===== config.mk =====
export PLATFORM = sky130hd
export DESIGN_NAME = cw_alert_qualifier
export DESIGN_NICKNAME = d
export VERILOG_FILES = /design/src/rtl/cwaq_pkg.sv /design/src/rtl/cwaq_datapath.sv /design/src/rtl/cwaq_control.sv /design/src/rtl/cw_alert_qualifier.sv
export SDC_FILE = /design/constraint.sdc
export NUM_CORES = 1
export LEC_CHECK = 0
export BUFFER_PORTS_ARGS = -buffer_cell sky130_fd_sc_hd__buf_2
export CAP_MARGIN = 25
export CELL_PAD_IN_SITES_DETAIL_PLACEMENT = 1
export CELL_PAD_IN_SITES_GLOBAL_PLACEMENT = 2
export CORE_MARGIN = 2
export CORE_UTILIZATION = 41
export DETAILED_ROUTE_END_ITERATION = 8
export GPL_TIMING_DRIVEN = 0
export PLACE_DENSITY_LB_ADDON = 0.15
export SLEW_MARGIN = 20
export SYNTH_ARGS = -nofsm -noshare
export SYNTH_HDL_FRONTEND = slang
export SYNTH_HIERARCHICAL = 1
export SYNTH_SLANG_ARGS = --single-unit

===== constraint.sdc =====
create_clock -name clk -period 2.6 [get_ports clk]
set_clock_uncertainty 0.05 [all_clocks]
set_input_delay 0.39 -clock clk [delete_from_list [all_inputs] [get_ports clk]]
set_output_delay 0.39 -clock clk [all_outputs]
set_load 0.02 [all_outputs]

===== src/rtl/cwaq_pkg.sv =====
package cwaq_pkg;

  typedef enum logic [2:0] {
    ST_IDLE      = 3'd0,
    ST_PREMUTE   = 3'd1,
    ST_MEASURE   = 3'd2,
    ST_QUIET     = 3'd3,
    ST_CONFIRMED = 3'd4,
    ST_LOCKOUT   = 3'd5
  } qualState_e;

  typedef struct packed {
    logic clrTimer;
  } ctrlStrobes_t;

  typedef struct packed {
    logic detHigh;
    logic detRise;
    logic geT1;
    logic geT3;
    logic geMax;
    logic geQuiet;
  } dpStatus_t;

endpackage


===== src/rtl/cwaq_datapath.sv =====
module cwaq_datapath #(
  parameter int TIMER_W        = 8,
  parameter int SYNC_STAGES    = 2,
  parameter bit ADJUNCT_PRESET = 1'b0
) (
  input  logic                   clk,
  input  logic                   rstN,
  input  logic                   tickMs,
  input  logic                   detIn,
  input  logic                   cfgWr,
  input  logic [1:0]             cfgSel,
  input  logic [TIMER_W-1:0]     cfgData,
  input  cwaq_pkg::ctrlStrobes_t strb,
  output cwaq_pkg::dpStatus_t    stat
);
  localparam logic [TIMER_W-1:0] DEF_T1    = ADJUNCT_PRESET ? TIMER_W'(15) : TIMER_W'(0);
  localparam logic [TIMER_W-1:0] DEF_T3    = ADJUNCT_PRESET ? TIMER_W'(30) : TIMER_W'(15);
  localparam logic [TIMER_W-1:0] DEF_MAX   = TIMER_W'(65);
  localparam logic [TIMER_W-1:0] DEF_QUIET = TIMER_W'(50);
  localparam logic [TIMER_W-1:0] CNT_TOP   = {TIMER_W{1'b1}};

  // synchronizer chain
  logic [SYNC_STAGES-1:0] syncQ;
  logic detS, detPrevQ;

  generate
    if (SYNC_STAGES == 1) begin : g_sync1
      always_ff @(posedge clk or negedge rstN)
        if (!rstN) syncQ <= '0;
        else       syncQ <= detIn;
    end else begin : g_syncN
      always_ff @(posedge clk or negedge rstN)
        if (!rstN) syncQ <= '0;
        else       syncQ <= {syncQ[SYNC_STAGES-2:0], detIn};
    end
  endgenerate

  assign detS = syncQ[SYNC_STAGES-1];

  always_ff @(posedge clk or negedge rstN)
    if (!rstN) detPrevQ <= 1'b0;
    else       detPrevQ <= detS;

  // run-time limits
  logic [TIMER_W-1:0] t1Q, t3Q, maxQ, quietQ;

  always_ff @(posedge clk or negedge rstN) begin
    if (!rstN) begin
      t1Q    <= DEF_T1;
      t3Q    <= DEF_T3;
      maxQ   <= DEF_MAX;
      quietQ <= DEF_QUIET;
    end else if (cfgWr) begin
      case (cfgSel)
        2'd0:    t1Q    <= cfgData;
        2'd1:    t3Q    <= cfgData;
        2'd2:    maxQ   <= cfgData;
        default: quietQ <= cfgData;
      endcase
    end
  end

  // millisecond timer, saturating
  logic [TIMER_W-1:0] cntQ;

  always_ff @(posedge clk or negedge rstN) begin
    if (!rstN)                           cntQ <= '0;
    else if (strb.clrTimer)              cntQ <= '0;
    else if (tickMs && cntQ != CNT_TOP)  cntQ <= cntQ + 1'b1;
  end

  always_comb begin
    stat.detHigh = detS;
    stat.detRise = detS && !detPrevQ;
    stat.geT1    = cntQ >= t1Q;
    stat.geT3    = cntQ >= t3Q;
    stat.geMax   = cntQ >= maxQ;
    stat.geQuiet = cntQ >= quietQ;
  end

  AST_TIMER_HOLD: assert property (@(posedge clk) disable iff (!rstN)
    (!tickMs && !strb.clrTimer) |=> $stable(cntQ));

  AST_TIMER_CLEAR: assert property (@(posedge clk) disable iff (!rstN)
    strb.clrTimer |=> (cntQ == '0));

endmodule


===== src/rtl/cwaq_control.sv =====
module cwaq_control (
  input  logic                   clk,
  input  logic                   rstN,
  input  logic                   txnDone,
  input  cwaq_pkg::dpStatus_t    stat,
  output cwaq_pkg::ctrlStrobes_t strb,
  output logic                   muteReq,
  output logic                   fskMode,
  output logic                   validAlert
);
  import cwaq_pkg::*;

  qualState_e stQ, stNxt;
  logic muteQ, fskQ, validQ;

  always_comb begin
    stNxt         = stQ;
    strb.clrTimer = 1'b0;
    case (stQ)
      ST_IDLE: begin
        strb.clrTimer = 1'b1;
        if (stat.detRise) stNxt = ST_PREMUTE;
      end
      ST_PREMUTE: begin
        if (!stat.detHigh)  stNxt = ST_IDLE;
        else if (stat.geT1) stNxt = ST_MEASURE;
      end
      ST_MEASURE: begin
        if (!stat.detHigh) begin
          if (stat.geT3) begin
            stNxt         = ST_QUIET;
            strb.clrTimer = 1'b1;
          end else begin
            stNxt = ST_IDLE;
          end
        end else if (stat.geMax) begin
          stNxt = ST_LOCKOUT;
        end
      end
      ST_QUIET: begin
        if (stat.detHigh)      stNxt = ST_IDLE;
        else if (stat.geQuiet) stNxt = ST_CONFIRMED;
      end
      ST_CONFIRMED: begin
        strb.clrTimer = 1'b1;
        if (txnDone) stNxt = ST_IDLE;
      end
      ST_LOCKOUT: begin
        if (!stat.detHigh) stNxt = ST_IDLE;
      end
      default: stNxt = ST_IDLE;
    endcase
  end

  always_ff @(posedge clk or negedge rstN) begin
    if (!rstN) begin
      stQ    <= ST_IDLE;
      muteQ  <= 1'b0;
      fskQ   <= 1'b0;
      validQ <= 1'b0;
    end else begin
      stQ    <= stNxt;
      muteQ  <= (stNxt == ST_MEASURE) || (stNxt == ST_QUIET) || (stNxt == ST_CONFIRMED);
      fskQ   <= (stNxt == ST_QUIET) || (stNxt == ST_CONFIRMED);
      validQ <= (stQ == ST_QUIET) && (stNxt == ST_CONFIRMED);
    end
  end

  assign muteReq    = muteQ;
  assign fskMode    = fskQ;
  assign validAlert = validQ;

  AST_MUTE_GATE: assert property (@(posedge clk) disable iff (!rstN)
    $rose(muteQ) |-> ($past(stat.geT1) && $past(stat.detHigh)));

  AST_SHORT_REJECT: assert property (@(posedge clk) disable iff (!rstN)
    ($fell(muteQ) && !$past(fskQ) && !$past(stat.detHigh)) |-> !$past(stat.geT3));

  AST_FSK_ENTRY: assert property (@(posedge clk) disable iff (!rstN)
    $rose(fskQ) |-> ($past(stat.geT3) && !$past(stat.detHigh)));

  AST_LONG_RELEASE: assert property (@(posedge clk) disable iff (!rstN)
    ($fell(muteQ) && !$past(fskQ) && $past(stat.detHigh)) |-> $past(stat.geMax));

  AST_QUIET_EXIT: assert property (@(posedge clk) disable iff (!rstN)
    $fell(fskQ) |-> ($past(txnDone) || $past(stat.detHigh)));

  AST_VALID_PULSE: assert property (@(posedge clk) disable iff (!rstN)
    validQ |=> !validQ);

  AST_VALID_QUIET: assert property (@(posedge clk) disable iff (!rstN)
    validQ |-> ($past(stat.geQuiet) && !$past(stat.detHigh)));

  AST_HOLD_CONFIRMED: assert property (@(posedge clk) disable iff (!rstN)
    (stQ == ST_CONFIRMED && !txnDone) |=> (muteQ && fskQ));

endmodule


===== src/rtl/cw_alert_qualifier.sv =====
module cw_alert_qualifier #(
  parameter int TIMER_W        = 8,
  parameter int SYNC_STAGES    = 2,
  parameter bit ADJUNCT_PRESET = 1'b0
) (
  input  logic               clk,
  input  logic               rstN,
  input  logic               tickMs,
  input  logic               detIn,
  input  logic               txnDone,
  input  logic               cfgWr,
  input  logic [1:0]         cfgSel,
  input  logic [TIMER_W-1:0] cfgData,
  output logic               muteReq,
  output logic               fskMode,
  output logic               validAlert
);
  cwaq_pkg::ctrlStrobes_t strb;
  cwaq_pkg::dpStatus_t    stat;

  cwaq_datapath #(
    .TIMER_W        (TIMER_W),
    .SYNC_STAGES    (SYNC_STAGES),
    .ADJUNCT_PRESET (ADJUNCT_PRESET)
  ) u_dp (
    .clk     (clk),
    .rstN    (rstN),
    .tickMs  (tickMs),
    .detIn   (detIn),
    .cfgWr   (cfgWr),
    .cfgSel  (cfgSel),
    .cfgData (cfgData),
    .strb    (strb),
    .stat    (stat)
  );

  cwaq_control u_ctrl (
    .clk        (clk),
    .rstN       (rstN),
    .txnDone    (txnDone),
    .stat       (stat),
    .strb       (strb),
    .muteReq    (muteReq),
    .fskMode    (fskMode),
    .validAlert (validAlert)
  );

endmodule


==> out/metrics.yaml, run 1 <==
outcome: "complete, no violations"
layout_common_cells: "dfrtp_1, ha_1, inv_1"
synth_edf_count: 0
cp-start-kind: "flop"
core_um2: 6760
h-tree-depth: 2
diodes: 0
gr-total-overflow: 0
ctsRootBufferMaster: "clkbuf_8"
cts_tree: "built"
cp.arrival_ns: 2.57
finalMaxSlewViolations: 0
seq_area_um2: 1240
setup_slack_ns: 0.208
fin_hold_ws_ns: 0.0492
synth.avg_cell_area_um2: 11.2
grt_pass1_wl_um: 10100
relSlewSlack_pct: 57.6
fin_crit_sh_pct: 92.0
synth-seq-cells: 49
hold_violations: 0
min_path_type: "input port to async pin"
gp_congestion: 0.753
antenna_found_initial: 0
wirelength_um: 6040
endpoint_kind: "flop"
power.leakage_nw: 1.55
die_h_um: 87.1
gr-usage-all-layers_pct: 17.4
final_common_cell: "dfrtp_1"
clk_latency_ns: 0.30
grt_max_degree: 50
rows: 30
yosysSeqAreaShare_pct: 43.7
rsz0062_at_grt: "no"
synth_nets: 302
synthFlopType: "dfrtp_1"
firstDrtPassIters: 4
drc: 0
cts_hold_buf: 0
antenna_left: 0
via_count: 1998
initial_core_util_pct: 41.9
dp_slack_ns: -0.0718
io_buffers: 18
clockBufferDepth: 2
worst_pin_slew_ns: 0.636
die_x_um: 87.1
utilization_pct: 46.4
fin_crit_ns: 2.39
fin_nets: 327
ios: 19
async_reset_ff_share_pct: 100
yosys_warnings: 6
wl_per_cell_um: 16.8
final_layout_size_suffix_gt1_share_pct: 27.6
syn2layout_area_growth_pct: 10.8
fmax_ghz: 0.418
crit_type: "flop to flop"
drt-initial-drc-count: 69
vias_per_cell: 5.57
synth_cell_type_count: 48
first_global_vias: 2035
cts_num_sinks: 49
power_density_nw_per_um2: 566
die_area_um2: 7590
cp_data_required_time_ns: 2.78
fillers: 745
multiInputGateArea_um2: 1440
dp_hpwl_um: 4600
syn_area_um2: 2830
max_cap_viol_count: 0
irDropWorstVdd_v: 0.000258
cp_max_fo: 11
synthCells: 253
finalSetupViolCount: 0
clkSlewWorstSetupHoldPaths_ns: 0.09
numCtsBuffers: 5
-- cell families after synthesis --
logic type / after synthesis / synth area share, %
AND/OR/NAND/NOR: 61 / 12.6
adder cells (fa/ha/maj): 33 / 14.6
flip-flops: 49 / 43.7
multiplexers: 27 / 10.8
AO/OA/AOI/OAI: 45 / 12.5
buffers and inverters: 38 / 5.74
-- worst max-delay path: stages, from the launching register on --
cell and delay (ns):
dfrtp_2 0.51, ha_1 0.33, a21o_1 0.17, a221oi_1 0.47
o31ai_2 0.15, nand2_1 0.09, a21oi_1 0.06, buf_2 0.19
a41o_2 0.24, nor2_1 0.07
-- worst paths after layout --
| check | from | endpoint | slack (ns) | cells past startpoint |
|---|---|---|---|---|
| min in group clk | detIn | u_dp/syncQ[0]$_DFF_PN0_ | 0.14 | 1 |
| max reg2reg | u_dp/cntQ[5]$_DFFE_PN0P_ | u_dp/cntQ[7]$_DFFE_PN0P_ | 0.21 | 9 |
| max in group asynchronous | rstN | u_dp/cntQ[6]$_DFFE_PN0P_ | 1.98 | 1 |
| max | u_dp/cntQ[5]$_DFFE_PN0P_ | u_dp/cntQ[7]$_DFFE_PN0P_ | 0.21 | 9 |
| min reg2reg | u_dp/syncQ[0]$_DFF_PN0_ | u_dp/syncQ[1]$_DFF_PN0_ | 0.31 | 0 |
| min | rstN | u_ctrl/muteReq$_DFF_PN0_ | 0.05 | 1 |
-- per-stage QoR --
step	power (W)	std cells	instance area, um^2	TNS, ns
global route	0.00189	359	3140	0
CTS	0.00180	359	3130	0
finish	0.00178	359	3140	0
detailed placement	0.00130	351	3020	-0.0718
floorplan	0.00118	253	2830	0
global placement	0.00128	351	3020	-0.0838
-- routing by layer --
layer  GRT usage [%]  vias up  part of all wire (%)
li1                -      967                     -
met1            23.6     1008                    49
met2            29.4       17                    48
met3            2.56        6                   1.8
met4            3.78        0                  0.94
met5               0        -                     0
-- power by group --
part           switching (W)  total [W]  internal (W)  leakage [nW]
sequential         0.0000478   0.000928      0.000880         0.593
combinational       0.000179   0.000352      0.000173         0.899
clock               0.000256   0.000497      0.000241        0.0542
-- area by class of cell --
class                   count  area share (%)
flip-flops and latches     49            39.6
repair buffers             18            2.95
clock buffers               7            3.07
inverters                  32            3.83
plain buffers               6            1.40
multi-input cells         166            45.8
clock inverters             1           0.160
well taps                  80            3.19
-- Yosys cell counts, types with 2 or more instances --
| library cell | count | area share (%) |
|---|---|---|
| buf_6 | 2 | 0.80 |
| o21ai_1 | 2 | 0.35 |
| and2_1 | 4 | 0.88 |
| a2111oi_0 | 4 | 1.2 |
| nor4b_1 | 2 | 0.62 |
| nor3_1 | 8 | 1.4 |
| and3_1 | 5 | 1.1 |
| nor3b_2 | 2 | 0.88 |
| a41oi_1 | 2 | 0.62 |
| nor2_1 | 4 | 0.53 |
| nand2_1 | 12 | 1.6 |
| nor2b_1 | 3 | 0.66 |
| o2111a_1 | 2 | 0.80 |
| dfrtp_1 | 40 | 35 |
| dfstp_2 | 9 | 8.4 |
| a21oi_1 | 4 | 0.71 |
| a21o_1 | 4 | 1.1 |
| and3b_1 | 2 | 0.62 |
| o2111ai_1 | 4 | 1.2 |
| mux2_2 | 25 | 9.9 |
| a221oi_1 | 4 | 1.2 |
| ha_1 | 33 | 15 |
| nand3b_1 | 2 | 0.53 |
| nand2b_1 | 6 | 1.3 |
| o21ai_0 | 7 | 1.2 |
| nand3_1 | 5 | 0.88 |
| inv_1 | 32 | 4.2 |
| o31ai_1 | 4 | 1.1 |
-- what timing repair did --
| action | CTS | global route |
|---|---|---|
| setup endpoints to repair | 1 | 1 |
| setup buffers | 0 | 0 |
| resized for setup | 1 | 5 |
-- state kept, by name, summed over array words and instances (netlist names) --
| register | cells |
|---|---|
| u_ctrl/muteReq | 1 |
| u_dp/detPrevQ | 1 |
| u_ctrl/fskMode | 1 |
| u_dp/t1Q | 8 |
| u_ctrl/stQ | 3 |
| u_dp/cntQ | 8 |
| u_dp/syncQ | 2 |
| u_dp/t3Q | 8 |
| u_ctrl/validAlert | 1 |
| u_dp/maxQ | 8 |
| u_dp/quietQ | 8 |
Note: power is estimated with default switching activity, not from simulation.
==> inputs of run 2 (changes only) <==
--- a/config.mk
+++ b/config.mk
@@ -14,6 +14,7 @@
 export DETAILED_ROUTE_END_ITERATION = 8
 export GPL_TIMING_DRIVEN = 0
 export PLACE_DENSITY_LB_ADDON = 0.15
+export RECOVER_POWER = 50
 export SLEW_MARGIN = 20
 export SYNTH_ARGS = -nofsm -noshare
 export SYNTH_HDL_FRONTEND = slang
==> constraint.sdc (replaced) <==
create_clock -name clk -period 2.6 [get_ports clk]
set_clock_uncertainty 0.05 [all_clocks]
set_input_delay 0.52 -clock clk [delete_from_list [all_inputs] [get_ports clk]]
set_output_delay 0.52 -clock clk [all_outputs]
set_load 0.02 [all_outputs]
==> run 2 against run 1 <==
Compared with the run above:
- total power hardly changed
- via count stayed put
- critical path depth stayed put
- design area hardly changed
- register-to-register slack hardly changed
- critical endpoint unchanged
==> out/metrics.yaml, run 2 (synthesis results as in run 1) <==
outcome: "complete, no violations"
first_global_vias: 2035  # unchanged
clk_latency_ns: 0.30  # about the same
relSlewSlack_pct: 17.0  # -41 points
firstDrtPassIters: 4  # unchanged
clockBufferDepth: 2  # unchanged
die_x_um: 87.1  # unchanged
numCtsBuffers: 5  # unchanged
fin_crit_sh_pct: 92.0  # unchanged
h-tree-depth: 2  # unchanged
min_path_type: "input port to flop"
grt_pass1_wl_um: 10100  # unchanged
ios: 19  # unchanged
gp_congestion: 0.753  # unchanged
instances_no_fill: 359  # unchanged
cts_tree: "built"
layout_common_cells: "dfrtp_1, ha_1, inv_1"
hp-start: "detIn"
power.leakage_nw: 1.55  # about the same
dp_slack_ns: -0.0718  # unchanged
cp-start-kind: "flop"
use_met2_pct: 29.4  # unchanged
cp_top_family: "compound AO/OA/AOI/OAI gates"
drt-initial-drc-count: 69  # unchanged
io_buffers: 18  # unchanged
fillers: 746  # +0.13%
crit_type: "flop to flop"
max_cap_viol_count: 0  # unchanged
cp_max_fo: 11  # unchanged
grt_util_met3_pct: 2.56  # unchanged
slowest_stage: "dfrtp_2"
syn2layout_area_growth_pct: 10.7  # about the same
irDropWorstVdd_v: 0.000258  # about the same
finalMaxSlewViolations: 0  # unchanged
gr-total-overflow: 0  # unchanged
endpoint_kind: "flop"
dp.cells: 351  # unchanged
die_area_um2: 7590  # unchanged
worstSetupStartpoint: "u_dp/cntQ[5]$_DFFE_PN0P_"
cp_cell_sequence: "ha_1, a21o_1, a221oi_1, o31ai_2, nand2_1, a21oi_1, buf_2, a41o_2, nor2_1"
ctsRootBufferMaster: "clkbuf_8"
cts_num_sinks: 49  # unchanged
core_um2: 6760  # unchanged
drc: 0  # unchanged
finalPower_w: 0.00178  # about the same
cp_data_required_time_ns: 2.78  # about the same
dp_hpwl_um: 4600  # unchanged
diodes: 0  # unchanged
via_count: 1998  # unchanged
die_h_um: 87.1  # unchanged
r2r_start: "u_dp/cntQ[5]$_DFFE_PN0P_"
utilization_pct: 46.4  # about the same
rows: 30  # unchanged
grtUsageMet1_pct: 23.6  # unchanged
clkSlewWorstSetupHoldPaths_ns: 0.09  # about the same
grt_max_degree: 50  # unchanged
postCtsSetupBuffers: 0  # unchanged
hold_violations: 0  # unchanged
initial_core_util_pct: 41.9  # unchanged
wl_per_cell_um: 16.8  # about the same
critPathMaxStageDelay_ns: 0.51  # about the same
final_common_cell: "dfrtp_1"
setup_slack_ns: 0.208  # unchanged
fmax_ghz: 0.418  # unchanged
cts_hold_buf: 0  # unchanged
fin_nets: 327  # unchanged
gr-usage-all-layers_pct: 17.4  # unchanged
vias_per_cell: 5.57  # unchanged
finalSetupViolCount: 0  # unchanged
rsz0062_at_grt: "no"
cp.arrival_ns: 2.57  # about the same
antenna_found_initial: 0  # unchanged
fin_crit_ns: 2.39  # unchanged
final_layout_size_suffix_gt1_share_pct: 27.6  # unchanged
grt_busiest_layer: "met2"
power_density_nw_per_um2: 567  # about the same
worst_pin_slew_ns: 1.24  # +0.609 ns
wirelength_um: 6040  # about the same
worst-path-buf-inv: 1  # unchanged
antenna_left: 0  # unchanged
-- run 2: changes by cell type in the layout (fill, tap and decap cells not counted), sizes merged --
cell	before	now
buf	23	22
clkbuf	8	9
-- run 2: final cells by class --
cell class,count,area (um^2),share of cell area (%)
multi-input cells,166,1440,45.9
flip-flops and latches,49,1240,39.6
inverters,32,120,3.83
well taps,80,100,3.19
clock buffers,7,96.3,3.07
repair buffers,18,90.1,2.87
plain buffers,6,43.8,1.40
clock inverters,1,5.00,0.160
-- run 2: routing by layer --
metal	wire length [um]	vias up
li1	-	967
met1	2960	1008
met2	2910	17
met3	105	6
met4	57	0
met5	0	-
-- run 2: path summary, 6_finish.rpt --
path	end	slack [ns]	cells after the start
min in group asynchronous	u_ctrl/muteReq$_DFF_PN0_	0.42	1
worst max-delay path	u_dp/cntQ[7]$_DFFE_PN0P_	0.21	9
worst min-delay path	u_dp/syncQ[0]$_DFF_PN0_	0.27	1
worst max register to register	u_dp/cntQ[7]$_DFFE_PN0P_	0.21	9
worst min register to register	u_dp/syncQ[1]$_DFF_PN0_	0.31	0
max in group asynchronous	u_dp/cntQ[6]$_DFFE_PN0P_	1.23	1
-- run 2: timing repair --
action / in CTS / in global routing
setup endpoints to repair: 1 / 1
resized for setup: 1 / 5
cloned: 0 / 0
-- run 2: report_power, final --
group	internal, W	leakage, nW	switching [W]
combinational	0.000172	0.898	0.000179
sequential	0.000880	0.593	0.0000478
clock	0.000241	0.0542	0.000256
-- run 2: stage by stage --
step | hold slack, ns | TNS (ns) | instance area [um^2]
6_report | 0.272 | 0 | 3130
5_1_grt | 0.257 | 0 | 3130
4_1_cts | 0.210 | 0 | 3130
3_5_place_dp | 0.293 | -0.0718 | 3020
3_3_place_gp | 0.283 | -0.0838 | 3020
2_1_floorplan | 0.174 | 0 | 2830
==> inputs of run 3 (changes only) <==
--- a/config.mk
+++ b/config.mk
@@ -10,7 +10,7 @@
 export CELL_PAD_IN_SITES_DETAIL_PLACEMENT = 1
 export CELL_PAD_IN_SITES_GLOBAL_PLACEMENT = 2
 export CORE_MARGIN = 2
-export CORE_UTILIZATION = 41
+export CORE_UTILIZATION = 30
 export DETAILED_ROUTE_END_ITERATION = 8
 export GPL_TIMING_DRIVEN = 0
 export PLACE_DENSITY_LB_ADDON = 0.15
==> run 3 against run 2 <==
Compared with the run above:
- fmax down 0.61%
- largest power group unchanged
- die area up 35%
- via count down 0.95%
- global-route usage down 4.0 points
- critical path type unchanged
- largest cell class unchanged
- count of clock-buffer cells in the layout up 1
- highest routed layer unchanged
==> out/metrics.yaml, run 3 (synthesis results as in run 1) <==
drc: 0  # unchanged
slowest_stage: "dfrtp_1"
clockBufferDepth: 2  # unchanged
fmax_ghz: 0.416  # -0.61%
die_h_um: 101  # +16%
clkPwrFrac_pct: 27.1  # -0.9 points
ios: 19  # unchanged
min_path_type: "input port to flop"
die_x_um: 101  # +16%
final_common_cell: "dfrtp_1"
firstDrtPassIters: 4  # unchanged
rrSetupSlack_ns: 0.19  # about the same
max_cap_viol_count: 0  # unchanged
numCtsBuffers: 5  # unchanged
vias_per_cell: 5.07  # -8.8%
fin_crit_sh_pct: 92.6  # +0.57 points
finalMaxSlewViolations: 0  # unchanged
outcome: "complete, no violations"
finalPower_w: 0.00175  # -1.4%
endpoint_kind: "flop"
worst_pin_slew_ns: 1.27  # +0.0282 ns
h-tree-depth: 2  # unchanged
hold_depth: 1  # unchanged
relSlewSlack_pct: 15.1  # -1.9 points
cp_data_required_time_ns: 2.75  # -0.03 ns
initial_core_util_pct: 30.8  # -11 points
hold_violations: 0  # unchanged
power_frac_seq_pct: 53.0  # +0.8 points
r2r_start: "u_dp/cntQ[6]$_DFFE_PN0P_"
wirelength_um: 6240  # +3.4%
hold_end: "u_dp/syncQ[0]$_DFF_PN0_"
ctsRootBufferMaster: "clkbuf_8"
clkSlewWorstSetupHoldPaths_ns: 0.09  # about the same
fin_crit_ns: 2.41  # +0.0147 ns
die_area_um2: 10200  # +35%
gr-total-overflow: 0  # unchanged
antenna_found_initial: 0  # unchanged
finalSetupViolCount: 0  # unchanged
tns_ns: 0  # unchanged
rr_worst_depth: 9  # unchanged
switching_power_w: 0.000482  # -0.24%
layout_common_cells: "dfrtp_1, ha_1, inv_1"
critPathMaxStageDelay_ns: 0.52  # about the same
postCtsSetupBuffers: 0  # unchanged
hp-start: "detIn"
power.leakage_nw: 1.54  # -0.46%
wl_per_cell_um: 16.0  # -4.8%
netSwitchingFraction_pct: 27.5  # +0.33 points
cp-start-kind: "flop"
cp.arrival_ns: 2.55  # -0.02 ns
core_um2: 9200  # +36%
grt_max_degree: 50  # unchanged
p_int_w: 0.00127  # -1.9%
syn2layout_area_growth_pct: 11.6
cts_num_sinks: 49  # unchanged
clk_latency_ns: 0.30  # about the same
fin_nets: 327  # unchanged
gp_congestion: 0.733  # -2.8%
drt-initial-drc-count: 32  # -54%
p_comb_share_pct: 19.9  # about the same
power_density_nw_per_um2: 554  # -2.3%
diodes: 0  # unchanged
rows: 35  # +17%
crit_type: "flop to flop"
via_count: 1979  # -0.95%
cts_tree: "built"
first_global_vias: 2085  # +2.5%
irDropWorstVdd_v: 0.000206  # -20%
io_buffers: 18  # unchanged
r2r-end: "u_dp/cntQ[0]$_DFFE_PN0P_"
antenna_left: 0  # unchanged
final_layout_size_suffix_gt1_share_pct: 26.5  # -1.1 points
gr-usage-all-layers_pct: 13.3  # -4.0 points
cp_max_fo: 10  # -1
utilization_pct: 34.4  # -12 points
cp_cell_sequence: "ha_1, and2_1, o2111ai_1, o31ai_2, nand2_1, a21oi_1, buf_2, nor2_1, mux2_4"
grt_pass1_wl_um: 10600  # +4.0%
dp_hpwl_um: 4750  # +3.4%
run 3: changes by cell type in the layout (fill, tap and decap cells not counted), sizes merged:
cell	change
clkbuf	+1
clkinv	-1
run 3: what timing repair did:
| action | CTS | global route |
|---|---|---|
| setup endpoints to repair | 2 | 2 |
| resized for setup | 1 | 4 |
| hold buffers | 0 | 0 |
run 3: worst max-delay path by stage:
| stage | startpoint | endpoint | slack (ns) |
|---|---|---|---|
| after floorplan | u_dp/cntQ[7]$_DFFE_PN0P_ | u_dp/cntQ[0]$_DFFE_PN0P_ | 0.39 |
| after global placement | u_dp/cntQ[7]$_DFFE_PN0P_ | u_dp/cntQ[0]$_DFFE_PN0P_ | -0.10 |
| after detailed placement | u_dp/cntQ[7]$_DFFE_PN0P_ | u_dp/cntQ[0]$_DFFE_PN0P_ | -0.13 |
| after CTS | u_dp/cntQ[7]$_DFFE_PN0P_ | u_dp/cntQ[0]$_DFFE_PN0P_ | 0.06 |
| after global routing | u_dp/cntQ[0]$_DFFE_PN0P_ | u_dp/cntQ[7]$_DFFE_PN0P_ | -0.0003 |
| final | u_dp/cntQ[6]$_DFFE_PN0P_ | u_dp/cntQ[0]$_DFFE_PN0P_ | 0.19 |
run 3: power groups by stage:
| stage | Sequential [W] | Clock (W) | Combinational (W) |
|---|---|---|---|
| after floorplan | 0.000929 | 0 | 0.000255 |
| after global placement | 0.000940 | 0 | 0.000348 |
| after detailed placement | 0.000944 | 0 | 0.000353 |
| after CTS | 0.000929 | 0.000510 | 0.000359 |
| after global routing | 0.000943 | 0.000529 | 0.000410 |
| final | 0.000927 | 0.000475 | 0.000348 |
run 3: layer usage:
layer | routed length, um | vias to the layer above | share of wire [%] | global-route usage (%)
met1 | 3070 | 994 | 49 | 18.0
met3 | 122 | 6 | 2.0 | 2.28
met2 | 2980 | 15 | 48 | 22.0
li1 | - | 964 | - | -
met5 | 0 | - | 0 | 0
met4 | 72 | 0 | 1.2 | 3.74
run 3: area by class of cell:
| cell class | count | area (um^2) |
|---|---|---|
| inverter | 32 | 120 |
| clock buffer | 8 | 90.1 |
| buffer | 6 | 43.8 |
| multi-input combinational | 166 | 1440 |
| fill | 1028 | 6040 |
| tap | 111 | 139 |
| timing repair buffer | 18 | 90.1 |
| sequential | 49 | 1240 |
run 3: per-stage QoR:
stage / instance area, um^2 / hold WS (ns) / setup WS, ns / instances
floorplan: 2830 / 0.174 / 0.386 / 253
global placement: 3060 / 0.282 / -0.100 / 382
detailed placement: 3060 / 0.291 / -0.126 / 382
CTS: 3150 / 0.215 / 0.0634 / 390
global route: 3160 / 0.256 / -0.000292 / 390
finish: 3160 / 0.269 / 0.194 / 390
run 3: worst max-delay path, delay by kind of cell, from the launching register on:
family | cells | cell delay, ns
buffers and inverters | 1 | 0.23
DFF | 1 | 0.52
adders and majority gates | 1 | 0.34
and+or+nand+nor | 3 | 0.30
muxes | 1 | 0.26
AOI/OAI and AO/OA | 3 | 0.60
